File: config.mk
export PLATFORM = sky130hd
export DESIGN_NAME = pcm_fetch_engine
export DESIGN_NICKNAME = d
export VERILOG_FILES = /design/src/rtl/pcm_fetch_pkg.sv /design/src/rtl/pcm_regs.sv /design/src/rtl/pcm_pacer.sv /design/src/rtl/pcm_sequencer.sv /design/src/rtl/pcm_fetch_engine.sv
export SDC_FILE = /design/constraint.sdc
export NUM_CORES = 1
export LEC_CHECK = 0
export BUFFER_PORTS_ARGS = -buffer_cell sky130_fd_sc_hd__buf_2
export CORE_ASPECT_RATIO = 1.2
export CORE_UTILIZATION = 35
export DETAILED_ROUTE_END_ITERATION = 10
export GPL_ROUTABILITY_DRIVEN = 0
export PLACE_DENSITY = 0.52
export SYNTH_ARGS = -nofsm -noshare
export SYNTH_HDL_FRONTEND = slang
export SYNTH_SLANG_ARGS = --single-unit
export TNS_END_PERCENT = 20
File: constraint.sdc
create_clock -name clk -period 3 [get_ports clk]
set_input_delay 0.15 -clock clk [delete_from_list [all_inputs] [get_ports clk]]
set_output_delay 0.15 -clock clk [all_outputs]
set_load 0.005 [all_outputs]
File: src/rtl/pcm_fetch_pkg.sv
package pcm_fetch_pkg;
  typedef enum logic [1:0] {
    REG_MODE  = 2'd0,
    REG_START = 2'd1,
    REG_LEN   = 2'd2,
    REG_CTRL  = 2'd3
  } pcm_reg_e;

  localparam int unsigned DEF_PERIOD = 225;
endpackage

File: src/rtl/pcm_regs.sv
module pcm_regs
  import pcm_fetch_pkg::*;
#(
  parameter int DATA_W   = 8,
  parameter int GATE_BIT = 4
) (
  input  logic              clk,
  input  logic              rst,
  input  logic              wr_en,
  input  logic              rd_en,
  input  logic [1:0]        addr,
  input  logic [DATA_W-1:0] wdata,
  input  logic [DATA_W-1:0] host_status,
  input  logic              irq_flag,
  output logic [DATA_W-1:0] mode_q,
  output logic              start_wr,
  output logic              len_wr,
  output logic              ctrl_wr,
  output logic [DATA_W-1:0] rdata
);
  pcm_reg_e    sel;
  logic        gate;
  logic [DATA_W-1:0] rd_mux;

  assign sel  = pcm_reg_e'(addr);
  assign gate = mode_q[GATE_BIT];

  always_comb begin
    start_wr = wr_en && (sel == REG_START) && gate;
    len_wr   = wr_en && (sel == REG_LEN)   && gate;
    ctrl_wr  = wr_en && (sel == REG_CTRL)  && gate;
    case (sel)
      REG_MODE: rd_mux = mode_q;
      REG_CTRL: rd_mux = gate ? {irq_flag, host_status[DATA_W-2:0]} : host_status;
      default:  rd_mux = '0;
    endcase
  end

  always_ff @(posedge clk) begin
    if (rst) begin
      mode_q <= '0;
      rdata  <= '0;
    end else begin
      if (wr_en && sel == REG_MODE) mode_q <= wdata;
      if (rd_en) rdata <= rd_mux;
    end
  end

  // ungated status read passes the host byte through untouched
  assert_status_pass_R9: assert property (@(posedge clk) disable iff (rst)
    (rd_en && sel == REG_CTRL && !gate) |=> rdata == $past(host_status));
  // gated strobes never appear while the gate bit is clear
  assert_gate_closed_R2: assert property (@(posedge clk) disable iff (rst)
    !gate |-> !(start_wr || len_wr || ctrl_wr));
endmodule

File: src/rtl/pcm_pacer.sv
module pcm_pacer #(
  parameter int PERIOD = 225
) (
  input  logic clk,
  input  logic rst,
  input  logic ctrl_wr,
  input  logic ctrl_en,
  input  logic end_hit,
  output logic tick,
  output logic active
);
  localparam int CNT_W = $clog2(PERIOD + 1);
  localparam logic [CNT_W-1:0] RELOAD = CNT_W'(PERIOD);

  logic [CNT_W-1:0] cnt_q;
  logic             en_q;

  assign tick   = en_q && (cnt_q <= CNT_W'(1)) && !ctrl_wr;
  assign active = en_q;

  always_ff @(posedge clk) begin
    if (rst) begin
      en_q  <= 1'b0;
      cnt_q <= RELOAD;
    end else if (ctrl_wr) begin
      en_q  <= ctrl_en;
      cnt_q <= RELOAD;
    end else if (tick) begin
      cnt_q <= RELOAD;
      if (end_hit) en_q <= 1'b0;
    end else if (en_q) begin
      cnt_q <= cnt_q - 1'b1;
    end
  end

  // expiries are never on adjacent cycles
  assert_tick_gap_R5: assert property (@(posedge clk) disable iff (rst)
    tick |=> !tick);
  // the count stays inside 1..PERIOD while running
  assert_cnt_range_R5: assert property (@(posedge clk) disable iff (rst)
    en_q |-> (cnt_q != '0 && cnt_q <= RELOAD));
  // the final expiry stops playback
  assert_end_stops_R7: assert property (@(posedge clk) disable iff (rst)
    (tick && end_hit) |=> !en_q);
endmodule

File: src/rtl/pcm_sequencer.sv
module pcm_sequencer #(
  parameter int DATA_W     = 8,
  parameter int PTR_W      = 15,
  parameter int LEN_W      = 13,
  parameter int ADDR_SHIFT = 6,
  parameter int LEN_SHIFT  = 4
) (
  input  logic              clk,
  input  logic              rst,
  input  logic              start_wr,
  input  logic              len_wr,
  input  logic              ctrl_wr,
  input  logic [DATA_W-1:0] wdata,
  input  logic [1:0]        mode_lo,
  input  logic              tick,
  output logic              end_hit,
  output logic              mem_req,
  output logic [PTR_W:0]    mem_addr,
  input  logic              mem_valid,
  input  logic [DATA_W-1:0] mem_rdata,
  output logic [DATA_W-2:0] dac_data,
  output logic              dac_wr,
  output logic              irq
);
  localparam int MA_W = PTR_W + 1;

  logic [PTR_W-1:0] ptr_q;
  logic [LEN_W-1:0] len_q;
  logic [MA_W-1:0]  fetch_addr;

  assign end_hit    = tick && (len_q == '0);
  assign fetch_addr = {1'b0, ptr_q} | (MA_W'(mode_lo ^ 2'b11) << (PTR_W - 1));

  always_ff @(posedge clk) begin
    if (rst) begin
      ptr_q    <= '0;
      len_q    <= '0;
      mem_req  <= 1'b0;
      mem_addr <= '0;
      dac_data <= '0;
      dac_wr   <= 1'b0;
      irq      <= 1'b0;
    end else begin
      mem_req <= 1'b0;
      dac_wr  <= 1'b0;
      if (tick) begin
        if (len_q == '0) begin
          irq <= 1'b1;
        end else begin
          len_q    <= len_q - 1'b1;
          ptr_q    <= ptr_q + 1'b1;
          mem_req  <= 1'b1;
          mem_addr <= fetch_addr;
        end
      end
      if (start_wr) ptr_q <= PTR_W'(wdata) << ADDR_SHIFT;
      if (len_wr)   len_q <= (LEN_W'(wdata) << LEN_SHIFT) + 1'b1;
      if (ctrl_wr)  irq   <= 1'b0;
      if (mem_valid) begin
        dac_data <= mem_rdata[DATA_W-1:1];
        dac_wr   <= 1'b1;
      end
    end
  end

  // memory request is a single-cycle pulse
  assert_req_pulse_R8: assert property (@(posedge clk) disable iff (rst)
    mem_req |=> !mem_req);
  // a DAC strobe always follows returned data
  assert_dac_follows_R8: assert property (@(posedge clk) disable iff (rst)
    dac_wr |-> $past(mem_valid));
  // a control write drops the interrupt
  assert_irq_clear_R4: assert property (@(posedge clk) disable iff (rst)
    ctrl_wr |=> !irq);
  // pointer advances by one per fetch
  assert_ptr_step_R6: assert property (@(posedge clk) disable iff (rst)
    (tick && len_q != '0 && !start_wr) |=> ptr_q == $past(ptr_q) + 1'b1);
  // the remaining count moves only on a fetch or a length write
  assert_len_hold_R3: assert property (@(posedge clk) disable iff (rst)
    !(tick || len_wr) |=> $stable(len_q));
endmodule

File: src/rtl/pcm_fetch_engine.sv
module pcm_fetch_engine
  import pcm_fetch_pkg::*;
#(
  parameter int DATA_W     = 8,
  parameter int PTR_W      = 15,
  parameter int LEN_W      = 13,
  parameter int ADDR_SHIFT = 6,
  parameter int LEN_SHIFT  = 4,
  parameter int GATE_BIT   = 4,
  parameter int PERIOD     = DEF_PERIOD
) (
  input  logic              clk,
  input  logic              rst,
  input  logic              cpu_wr,
  input  logic              cpu_rd,
  input  logic [1:0]        cpu_addr,
  input  logic [DATA_W-1:0] cpu_wdata,
  input  logic [DATA_W-1:0] host_status,
  output logic [DATA_W-1:0] cpu_rdata,
  output logic              mem_req,
  output logic [PTR_W:0]    mem_addr,
  input  logic              mem_valid,
  input  logic [DATA_W-1:0] mem_rdata,
  output logic [DATA_W-2:0] dac_data,
  output logic              dac_wr,
  output logic              irq
);
  logic [DATA_W-1:0] mode_q;
  logic start_wr, len_wr, ctrl_wr;
  logic tick, end_hit, active;

  pcm_regs #(.DATA_W(DATA_W), .GATE_BIT(GATE_BIT)) u_regs (
    .clk(clk), .rst(rst), .wr_en(cpu_wr), .rd_en(cpu_rd), .addr(cpu_addr),
    .wdata(cpu_wdata), .host_status(host_status), .irq_flag(irq),
    .mode_q(mode_q), .start_wr(start_wr), .len_wr(len_wr), .ctrl_wr(ctrl_wr),
    .rdata(cpu_rdata)
  );

  pcm_pacer #(.PERIOD(PERIOD)) u_pacer (
    .clk(clk), .rst(rst), .ctrl_wr(ctrl_wr), .ctrl_en(cpu_wdata[GATE_BIT]),
    .end_hit(end_hit), .tick(tick), .active(active)
  );

  pcm_sequencer #(
    .DATA_W(DATA_W), .PTR_W(PTR_W), .LEN_W(LEN_W),
    .ADDR_SHIFT(ADDR_SHIFT), .LEN_SHIFT(LEN_SHIFT)
  ) u_seq (
    .clk(clk), .rst(rst), .start_wr(start_wr), .len_wr(len_wr),
    .ctrl_wr(ctrl_wr), .wdata(cpu_wdata), .mode_lo(mode_q[1:0]),
    .tick(tick), .end_hit(end_hit), .mem_req(mem_req), .mem_addr(mem_addr),
    .mem_valid(mem_valid), .mem_rdata(mem_rdata), .dac_data(dac_data),
    .dac_wr(dac_wr), .irq(irq)
  );

  // the interrupt only rises as playback ends
  assert_irq_idle_R7: assert property (@(posedge clk) disable iff (rst)
    $rose(irq) |-> !active);
  // no fetch is issued once playback is off
  assert_no_fetch_idle_R4: assert property (@(posedge clk) disable iff (rst)
    !active |=> !mem_req);
endmodule

# Yosys cells after proc, flatten, opt, wreduce, memory -nomap -nowiden
# Cells that the tools add are included.
[word_totals]
romBits = 0
latchBits = 0
ram_bits = 0
word_cells = 65
out_inout_bits = 34
mem_count = 0
regBits = 79
[classes]
eq_ne = 5
add_sub_neg = 4
n_shift = 0
n_reduce_logical = 26
n_mux = 13
mul = 0
n_lt_le_gt_ge = 1
bitwise = 4
div = 0
[op_table]
columns = ["cell", "n"]
rows = [
  ["two-way mux 14 bit", 3],
  ["two-way mux 13 bit", 3],
  ["OR 15 x 16 -> 16 bit", 1],
  ["case mux 8 bit (2 select lines)", 1],
  ["adder 15 x 1 -> 15 bit, second input constant", 1],
  ["adder 12 x 1 -> 13 bit, second input constant", 1],
  ["zero test 13 bit", 1],
  ["subtractor 13 x 1 -> 13 bit, second input constant", 1],
  ["logical AND 1 bit", 10],
  ["AND reduction 2 bit", 5],
  ["<= comparator 8 x 1 -> 1 bit, second input constant", 1],
  ["two-way mux 8 bit", 1],
  ["nonzero test 2 bit", 4],
  ["subtractor 8 x 1 -> 8 bit, second input constant", 1],
  ["OR reduction 2 bit", 3],
  ["two-way mux 1 bit", 5],
  ["== test 2 bit, second input constant", 2],
  ["inequality test 2 bit, second input constant", 2],
  ["OR reduction 3 bit", 1],
  ["== test 2 x 1 -> 1 bit, second input constant", 1],
  ["zero test 2 bit", 1],
  ["NOT 1 bit", 2],
  ["NOT 2 bit", 1],
  ["zero test 1 bit", 1],
]

# Logic depth before layout (Yosys ltp)
# Gate-level depths: netlist (run 1).
[logic_depth]
ltp_word = 9
ltp_mapped = 9
mapped_depth_nobuf = 7

# Modules after synthesis
# Synthesis (run 1) repeated with hierarchy kept, for this count alone.
[hier_totals]
cells_unflattened = 420
area_unflattened_um2 = 3818.7
[modules_own_cells]
columns = ["mod", "n_inst", "seq_area_each_um2", "area_per_inst_um2", "cells_each"]
rows = [
  ["pcm_sequencer", 1, 1081.0, 2560.0, 278],
  ["pcm_regs", 1, 320.3, 803.3, 91],
  ["pcm_pacer", 1, 180.2, 455.4, 51],
]

# Least setup slack after synthesis (run 1)
# No wires, ideal clock.
[synth_path]
path_kind = "register to register"
startpoint = "register u_seq.len_q[0]"
endpoint = "register u_seq.len_q[7]"
setup_slack_ns = 0.784
path_stages_with_launch = 9
period_less_slack_ns = 2.216
arrival_ns = 2.130
n_path_buf = 1
required_time_ns = 2.914
cell_sequence = "dfxtp_1 -> inv_1 -> ha_1 -> or4b_1 -> nor4b_4 -> clkbuf_1 -> nor4_1 -> xnor2_1 -> a211oi_1"
[synth_between]
elab_chain_cells = 4
word_cells_on_any_way = 7
[synth_lines]
columns = ["element", "line", "text"]
rows = [
  ["start: declaration", "pcm_sequencer.sv:28", "logic [LEN_W-1:0] len_q;"],
  ["start signal: assignment", "pcm_sequencer.sv:50", "len_q <= len_q - 1'b1;"],
  ["start signal: assignment", "pcm_sequencer.sv:57", "if (len_wr) len_q <= (LEN_W'(wdata) << LEN_SHIFT) + 1'b1;"],
  ["subtractor 13 x 1 -> 13 bit", "pcm_sequencer.sv:50", ""],
  ["two-way mux 13 bit", "pcm_sequencer.sv:47", "if (len_q == '0) begin"],
  ["two-way mux 13 bit", "pcm_sequencer.sv:46", "if (tick) begin"],
  ["two-way mux 13 bit", "pcm_sequencer.sv:57", ""],
]
# Several ways; a longest one is shown, not always the timed one. The select of a mux whose other input is x is not followed.
# A chain may end at the register's enable or synchronous reset.

# Worst setup path after layout (run 1)
[layout_path]
startpoint = "register u_pacer.en_q (netlist: u_pacer.active)"
endpoint = "register u_seq.ptr_q[12]"
[layout_between]
elab_chain_cells = 4
[layout_lines]
columns = ["element", "line", "text"]
rows = [
  ["start: declaration", "pcm_pacer.sv:16", "logic en_q;"],
  ["start signal: assignment", "pcm_pacer.sv:26", "en_q <= ctrl_en;"],
  ["logical AND 1 bit (2 in a row)", "pcm_pacer.sv:18", "assign tick = en_q && (cnt_q <= CNT_W'(1)) && !ctrl_wr;"],
  ["nonzero test 2 bit (no line)", "-", ""],
  ["AND reduction 2 bit (no line)", "-", ""],
  ["end signal: assignment", "pcm_sequencer.sv:51", "ptr_q <= ptr_q + 1'b1;"],
  ["end signal: assignment", "pcm_sequencer.sv:56", "if (start_wr) ptr_q <= PTR_W'(wdata) << ADDR_SHIFT;"],
  ["end: declaration", "pcm_sequencer.sv:27", "logic [PTR_W-1:0] ptr_q;"],
]
# No other way between the ends.

==> flow_metrics.py, run 1 <==
metrics = {
    "final_layout": {
        "drive_gt1_share_pct": 19.4,
        "layout.nets": 520,
        "fillers": 1025,
        "instances_no_fill": 611,
        "area_delta_synth_final_pct": 19.5,
        "final_cell_mix": "dfxtp_1, buf_2, nor2_1, nand2_1, a21oi_1",
        "num_antenna_cells": 0,
        "layout_commonest_cell": "dfxtp_1",
    },
    "routing": {
        "drc": 0,
        "drt_iter0_drc": 105,
        "wl_per_cell_microns": 14.3,
        "drtPass1Iterations": 4,
        "finalWirelength_microns": 8770,
        "antenna_left": 0,
        "dr_total_vias": 3142,
        "viasPerCell": 5.14,
    },
    "setup_path": {
        "critPathMaxFanout": 30,
        "end_kind": "flip-flop",
        "worst_ep_arrival_time_ns": 2.64,
        "r2r_start": "u_pacer.active",
        "critical_path_class": "flip-flop to flip-flop",
        "crit_required_ns": 3.25,
        "crit_chain": "nor3b_4, o2111ai_4, or3_4, or4_1, a311oi_1",
        "crit_slowest_cell": "or3_4",
        "cp-startpoint": "u_pacer.active",
        "critPathLaunchType": "flip-flop",
        "slowest_delay_ns": 0.55,
    },
    "grt": {
        "antenna_found_initial": 0,
        "grt_pass1_vias": 3021,
        "grt_start_max_net_pins": 39,
        "grt_overflow": 0,
        "grt_use_total_pct": 17.4,
        "grt_pass1_wl_microns": 14700,
    },
    "power": {
        "power_density_nw_per_um2": 530,
        "leakage_nw": 1.71,
        "p_clk_share_pct": 48.5,
        "peakVddDrop_uv": 252,
        "swShare_pct": 22.1,
        "combPwrFrac_pct": 5.2,
        "p_sw_uw": 511,
        "seqPwrFrac_pct": 46.3,
        "intPower_mw": 1.80,
    },
    "floorplanning": {
        "dieArea_sq_um": 10800,
        "io-pin-count": 65,
        "die_y_microns": 114,
        "start_util_pct": 36.3,
        "placementRows": 40,
        "coreArea_sq_um": 10100,
        "die_w_microns": 95.2,
    },
    "timing": {
        "hold_viol": 0,
        "max_slew_margin_pct": 59.7,
        "min_period_ns": 2.39,
        "tightest_slew_ns": 0.605,
        "clock.fmax_ghz": 0.419,
        "whs_ns": 0.0542,
        "period_share_pct": 79.6,
        "fin_skew_ns": 0.00712,
        "worst_slack_ns": 0.613,
        "final.setup.tns_ns": 0,
        "setup_viol": 0,
        "rsz0062_at_grt": "no",
        "drv_slew": 0,
    },
    "cts": {
        "postCtsResizedCells": 0,
        "cts_tree": "yes",
        "cts_buffers": 9,
        "cts-root-buf": "clkbuf_16",
        "hold_buffers": 0,
        "clock_latency_ns": 0.33,
        "clk_path_buf_depth": 2,
        "htree_num_levels": 3,
        "cts_sinks": 79,
        "path_clk_slew_ns": 0.06,
        "cts_setup_buffers": 0,
    },
    "yosys": {
        "async_flop_share_pct": 0,
        "synth_top_cell_by_area": "dfxtp_1",
        "yosysWarningCount": 0,
        "synthDistinctLibCells": 48,
        "ys_seq_elements": 79,
        "ys.flop_type": "dfxtp_1",
        "syn-mean-instance-area_sq_um": 8.51,
        "synthSimpleGateAreaFrac_pct": 27.5,
        "synth_compound_area_share_pct": 13.9,
        "ys_top_cells_by_area": "dfxtp_1, nor2_1, nand2_1, a21oi_1, xnor2_1",
        "synth_nets": 468,
        "synth_xor_area_share_pct": 5.28,
        "netlist_area_sq_um": 3650,
        "synth_top_area_share_pct": 43.3,
        "seq_area_frac_synth_pct": 43.3,
        "synth_top_family_by_area": "simple AND/OR/NAND/NOR gates",
        "synth_fa_ha_area_share_pct": 2.74,
        "syn_inst": 429,
        "synth_edf_count": 0,
        "synth_mux_area_share_pct": 3.08,
    },
    "run": {
        "drv_cap": 0,
    },
    "run_status": {
        "outcome": "complete, no violations",
    },
    "hold_path": {
        "holdCritStartpoint": "mem_rdata[4]",
        "worstHoldPathType": "primary input to flip-flop",
    },
    "placed_design": {
        "dp_hpwl_microns": 6080,
        "dpl.cell_count": 596,
        "post-place-ws_ns": 0.610,
        "port_buffers": 63,
    },
}
[power by group through the flow]
stage	logic, mW	registers (mW)	clock network, mW
2_1_floorplan	0.0673	1.09	0
3_3_place_gp	0.120	1.09	0
3_5_place_dp	0.121	1.09	0
4_1_cts	0.122	1.07	1.15
5_1_grt	0.134	1.07	1.19
6_report	0.120	1.07	1.12
[worst paths after layout]
| kind | to | cells past startpoint | slack, ns |
|---|---|---|---|
| worst max-delay path | u_seq.ptr_q[12] | 5 | 0.61 |
| worst min-delay path | u_seq.dac_data[3] | 3 | 0.05 |
| worst max register to register | u_seq.ptr_q[12] | 5 | 0.61 |
| worst min register to register | u_seq.mem_addr[13] | 2 | 0.45 |
[flip-flops by register name (all words and copies together) (netlist names)]
name	count
u_seq.mem_req	1
u_seq.len_q	13
u_seq.ptr_q	15
u_pacer.cnt_q	8
u_seq.dac_data	7
u_seq.irq	1
u_seq.dac_wr	1
u_regs.mode_q	8
u_seq.mem_addr	16
u_regs.rdata	8
u_pacer.active	1
[kinds of logic (layout without fill, tap and decap cells)]
kind of cell | after synthesis | in the layout
AO/OA/AOI/OAI | 76 | 76
AND/OR/NAND/NOR | 196 | 196
XOR/XNOR | 22 | 22
buffers and inverters | 37 | 93
multiplexers | 11 | 11
adder cells (fa/ha/maj) | 8 | 8
flip-flops | 79 | 79
[area by class of cell]
type                            instances  area (sq um)  share of cell area [%]
Sequential cell                        79          1580                    36.2
Multi-Input combinational cell        313          1920                    44.0
Inverter                                8          30.0                   0.688
Timing Repair Buffer                   70           368                    8.43
Clock inverter                          4          52.6                    1.20
Clock buffer                           11           253                    5.79
Tap cell                              126           158                    3.61
[cells in the mapped netlist (all sizes together), types with 2 or more instances]
cell type  instances
or2                2
o31ai              2
or4                2
mux2               2
xnor2             19
xor2               3
nor2b             11
nor4b              4
a211oi            12
nor4              12
nor3               7
nor3b              2
nand2b             3
nand2             50
or3                7
a311oi             4
nor2              54
nand3             20
dfxtp             79
and4               4
buf                8
inv                8
nand3b             2
nand4b             2
o21ai              6
a21oi             36
and3               3
clkbuf            21
nand4              7
mux2i              9
ha                 8
a22o               8
and2               2
o21a               2
[layer usage]
metal	global-route usage, %	wire length [microns]
met5	0	0
met4	7.37	132
met3	3.53	376
met2	27.6	4090
met1	22.6	4160
[per-stage QoR]
stage	power, mW	instance area (sq um)	util [%]
after detailed placement	1.22	4060	40.3
after floorplan	1.16	3650	-
after global routing	2.39	4360	43.4
after global placement	1.21	4060	40.3
final	2.31	4360	43.4
after CTS	2.34	4360	43.4
[critical path, delay by kind of cell (launching register included)]
family / cells / cell delay, ns
and+or+nand+nor: 3 / 1.40
DFF: 1 / 0.48
AOI/OAI and AO/OA: 2 / 0.42
Power figures use the tool's default switching activity.
==> run 2, diff against run 1 <==
- PLACE_DENSITY: 0.52 -> 0.54
- clock period: 3 -> 2.08 ns (I/O delays scaled with it)
==> run 2 against run 1 <==
  * The run now ends with negative setup slack left
  * Critical path depth grew 3
  * Worst setup slack worse by 0.64 ns
  * Hold slack worse by 0.046 ns
  * Clock skew rose by 0.0013 ns
  * Highest routed layer unchanged
==> flow_metrics.py, run 2 (synthesis gave the netlist of run 1 again) <==
metrics = {
    "run_status": {
        "outcome": "complete, but fails checks",
        "violations": "negative setup slack",
    },
    "floorplanning": {
        "start_util_pct": 36.3,
        "placementRows": 40,
        "die_w_microns": 95.2,
        "io-pin-count": 65,
        "dieArea_sq_um": 10800,
        "coreArea_sq_um": 10100,
        "die_y_microns": 114,
    },
    "grt": {
        "grt_pass1_vias": 3074,
        "grt_use_total_pct": 17.9,
        "grt_start_max_net_pins": 50,
        "grt_pass1_wl_microns": 15000,
        "antenna_found_initial": 0,
        "grt_overflow": 0,
    },
    "final_layout": {
        "layout.nets": 554,
        "final_cell_mix": "dfxtp_1, buf_2, nor2_1, nand2_1, buf_4",
        "largest_reg_flops": 16,
        "area_delta_synth_final_pct": 28.7,
        "layout_commonest_cell": "dfxtp_1",
        "fin_area_sq_um": 4700,
        "top_regs": "u_seq.mem_addr x16, u_seq.ptr_q x15, u_seq.len_q x13",
        "instances_no_fill": 646,
        "drive_gt1_share_pct": 26.7,
        "fillers": 1023,
        "num_antenna_cells": 0,
        "fin_util_pct": 46.7,
        "largest_register": "u_seq.mem_addr",
    },
    "timing": {
        "fin_skew_ns": 0.00840,
        "max_slew_margin_pct": 62.2,
        "worst_slack_ns": -0.0277,
        "setup_viol": 15,
        "rsz0062_at_grt": "yes",
        "hold_viol": 0,
        "clock.fmax_ghz": 0.474,
        "tightest_slew_ns": 0.566,
        "drv_slew": 0,
        "min_period_ns": 2.11,
        "period_share_pct": 101,
    },
    "setup_path": {
        "worst_ep_arrival_time_ns": 2.35,
        "crit_required_ns": 2.33,
        "critPathLaunchType": "flip-flop",
        "critical_path_class": "flip-flop to flip-flop",
        "critPathMaxFanout": 7,
        "end_kind": "flip-flop",
    },
    "power": {
        "power_density_nw_per_um2": 733,
        "finalPower_mw": 3.44,
        "leakage_nw": 1.88,
        "peakVddDrop_uv": 411,
    },
    "routing": {
        "dr_total_vias": 3312,
        "drtPass1Iterations": 4,
        "finalWirelength_microns": 9180,
        "drc": 0,
        "drt_iter0_drc": 147,
        "wl_per_cell_microns": 14.2,
        "antenna_left": 0,
        "viasPerCell": 5.13,
    },
    "placed_design": {
        "port_buffers": 63,
        "dpl.cell_count": 624,
        "dp_hpwl_microns": 6420,
        "place_area_sq_um": 4290,
    },
    "cts": {
        "cts_tree": "yes",
        "clk_path_buf_depth": 2,
        "clock_latency_ns": 0.34,
        "path_clk_slew_ns": 0.06,
        "cts_buffers": 9,
        "htree_num_levels": 3,
        "cts_sinks": 79,
        "cts-root-buf": "clkbuf_16",
    },
    "hold_path": {
        "worstHoldPathType": "primary input to flip-flop",
    },
    "run": {
        "drv_cap": 0,
    },
}
-- run 2: path summary, 6_finish.rpt --
path	start	to	slack (ns)	depth (start not counted)
hold reg to reg	u_seq.len_q[12]	u_seq.len_q[12]	0.44	1
setup reg to reg	u_seq.len_q[0]	u_seq.len_q[7]	-0.03	8
hold / removal	mem_rdata[2]	u_seq.dac_data[1]	0.008	3
setup / recovery	u_seq.len_q[0]	u_seq.len_q[7]	-0.03	8
-- run 2: layout make-up --
cell class                 instances  area [sq um]  share of cell area, %
multi-input combinational        314          1980                   42.2
clock inverter                     6          92.6                   1.97
tap                              126           158                   3.35
sequential                        79          1580                   33.7
timing repair buffer             103           624                   13.3
inverter                           8          30.0                  0.639
clock buffer                      10           229                   4.87
-- run 2: metal layers --
layer | up-vias | global-route usage [%] | routed length [microns]
met5 | - | 0 | 0
met3 | 11 | 3.93 | 328
met4 | 0 | 6.67 | 133
met1 | 1565 | 24.1 | 4460
li1 | 1687 | - | -
met2 | 49 | 27.8 | 4250
-- run 2: repair_timing --
item / 4_1_cts / 5_1_grt
hold buffers: 2 / 0
setup endpoints to repair: 19 / 41
pin swaps: 19 / 3
gates resized for setup: 4 / 5
hold endpoints to repair: 2 / 0
setup buffers: 1 / 2
gates cloned: 1 / 0
-- run 2: metrics by stage --
| stage | hold WS, ns | setup slack (ns) | TNS [ns] |
|---|---|---|---|
| after global routing | 0.0189 | -0.176 | -4.66 |
| after detailed placement | 0.354 | -0.0686 | -0.671 |
| after floorplan | 0.248 | 0.0132 | 0 |
| after global placement | 0.343 | -0.0206 | -0.171 |
| after CTS | 0.00249 | -0.0398 | -0.534 |
| final | 0.00844 | -0.0277 | -0.237 |
-- run 2: report_power, final --
group          total [mW]  leakage (nW)  internal [mW]  switching (mW)
clock                1.71         0.149           1.06           0.648
sequential           1.54         0.640           1.53          0.0103
combinational       0.196          1.09         0.0835           0.112
-- run 2: worst max-delay path, cell delays in order (launching register included) --
cell	delay, ns
dfxtp_2	0.32
inv_2	0.06
ha_4	0.13
or4b_4	0.47
nor4b_4	0.40
buf_4	0.24
nor4_1	0.06
xnor2_1	0.13
a211oi_1	0.20
==> run 3, diff against run 2 <==
- HOLD_SLACK_MARGIN: default -> 0.15
==> run 3 against run 2 <==
  * The run still ends with negative setup slack left
  * Sequential power about the same
  * Critical path depth unchanged
  * Routed wire length increased by 3.3%
  * Clock skew about the same
  * Critical path type unchanged
  * Critical endpoint is now u_seq.len_q[6]
==> flow_metrics.py, run 3 (synthesis gave the netlist of run 1 again) <==
metrics = {
    "power": {
        "power_density_nw_per_um2": 708,
        "peakVddDrop_uv": 415,
        "finalPower_mw": 3.48,
        "leakage_nw": 1.96,
    },
    "grt": {
        "grt_pass1_vias": 3196,
        "grt_overflow": 0,
        "grt_use_total_pct": 18.4,
        "grtUsageMet2_pct": 29.2,
        "gr-max-usage-layer": "met2",
        "antenna_found_initial": 0,
        "use_met3_pct": 3.80,
        "use_met1_pct": 24.4,
        "grt_start_max_net_pins": 50,
        "grt_pass1_wl_microns": 15400,
    },
    "final_layout": {
        "area_delta_synth_final_pct": 34.5,
        "num_antenna_cells": 0,
        "layout_commonest_cell": "dfxtp_1",
        "largest_reg_flops": 16,
        "instances_no_fill": 667,
        "fin_area_sq_um": 4910,
        "drive_gt1_share_pct": 25.7,
        "largest_register": "u_seq.mem_addr",
        "layout.nets": 575,
        "top_regs": "u_seq.mem_addr x16, u_seq.ptr_q x15, u_seq.len_q x13",
        "fin_util_pct": 48.8,
        "final_cell_mix": "dfxtp_1, buf_2, nor2_1, nand2_1, buf_4",
    },
    "cts": {
        "htree_num_levels": 3,
        "clk_path_buf_depth": 2,
        "cts_sinks": 79,
        "cts-root-buf": "clkbuf_16",
        "path_clk_slew_ns": 0.06,
        "cts_tree": "yes",
        "cts_buffers": 9,
        "clock_latency_ns": 0.34,
    },
    "routing": {
        "drtPass1Iterations": 4,
        "viasPerCell": 5.09,
        "antenna_left": 0,
        "dr_total_vias": 3393,
        "wl_per_cell_microns": 14.2,
        "drt_iter0_drc": 192,
        "drc": 0,
        "finalWirelength_microns": 9490,
    },
    "floorplanning": {
        "io-pin-count": 65,
        "coreArea_sq_um": 10100,
        "dieArea_sq_um": 10800,
        "die_y_microns": 114,
        "die_w_microns": 95.2,
        "placementRows": 40,
        "start_util_pct": 36.3,
    },
    "run_status": {
        "outcome": "complete, but fails checks",
        "violations": "negative setup slack",
    },
    "placed_design": {
        "dp_hpwl_microns": 6420,
        "dpl.cell_count": 624,
        "port_buffers": 63,
        "place_area_sq_um": 4290,
    },
    "run": {
        "drv_cap": 0,
    },
    "timing": {
        "min_period_ns": 2.11,
        "whs_ns": 0.166,
        "max_slew_margin_pct": 61.4,
        "worst_slack_ns": -0.0323,
        "period_share_pct": 102,
        "tightest_slew_ns": 0.577,
        "fin_skew_ns": 0.00857,
        "clock.fmax_ghz": 0.473,
        "hold_viol": 0,
        "setup_viol": 12,
        "drv_slew": 0,
        "rsz0062_at_grt": "yes",
    },
    "setup_path": {
        "crit_required_ns": 2.32,
        "worst_ep_arrival_time_ns": 2.35,
        "cp-startpoint": "u_seq.len_q[0]",
        "end_kind": "flip-flop",
        "ff2ff_setup_slack_ns": -0.03,
        "critical_path_class": "flip-flop to flip-flop",
        "critPathMaxFanout": 7,
        "critPathLaunchType": "flip-flop",
        "r2r_start": "u_seq.len_q[0]",
    },
    "hold_path": {
        "worstHoldPathType": "primary input to flip-flop",
        "holdCritStartpoint": "rst",
    },
}
## run 3: changes by cell type in the layout (fill, tap and decap cells not counted), sizes merged
cell,change
dlygate4sd3,+21
## run 3: power by group
part / total [mW] / switching, mW / leakage (nW) / internal [mW]
clock: 1.71 / 0.649 / 0.149 / 1.06
combinational: 0.227 / 0.118 / 1.18 / 0.109
sequential: 1.54 / 0.0104 / 0.640 / 1.53
## run 3: metal layers
metal  routed length [microns]  part of all wire [%]  vias up
met5                         0                     0        -
met4                       149                   1.6        0
met3                       302                   3.2       13
met2                      4460                    47       54
met1                      4570                    48     1600
li1                          -                     -     1726
## run 3: final timing paths
kind                           to  cells past startpoint
hold reg to reg   u_seq.len_q[12]                      1
hold / removal    u_seq.len_q[11]                      2
setup reg to reg   u_seq.len_q[6]                      8
setup / recovery   u_seq.len_q[6]                      8
## run 3: timing repair
action / 4_1_cts / 5_1_grt
cloned: 1 / 0
setup endpoints to repair: 19 / 41
pin swaps: 19 / 3
hold buffers: 23 / 0
endpoints found under the hold margin: 40 / 0
gates resized for setup: 4 / 5
setup buffers: 1 / 2
## run 3: worst max-delay path: stages (launching register included)
cell and delay, ns:
dfxtp_2 0.32, inv_2 0.06, ha_4 0.13, or4b_4 0.47, nor4b_4 0.40, buf_4 0.24
nor4b_1 0.07, xnor2_1 0.13, a211oi_1 0.21
## run 3: layout make-up
type                       instances  area, sq um
fill                            1009         5150
timing repair buffer             124          835
inverter                           8         30.0
clock buffer                      10          229
sequential                        79         1580
multi-input combinational        314         1980
clock inverter                     6         92.6
tap                              126          158
## run 3: stage by stage
step	setup WS, ns	TNS [ns]
3_5_place_dp	-0.0686	-0.671
4_1_cts	-0.0398	-0.534
2_1_floorplan	0.0132	0
6_report	-0.0323	-0.207
3_3_place_gp	-0.0206	-0.171
5_1_grt	-0.176	-4.66
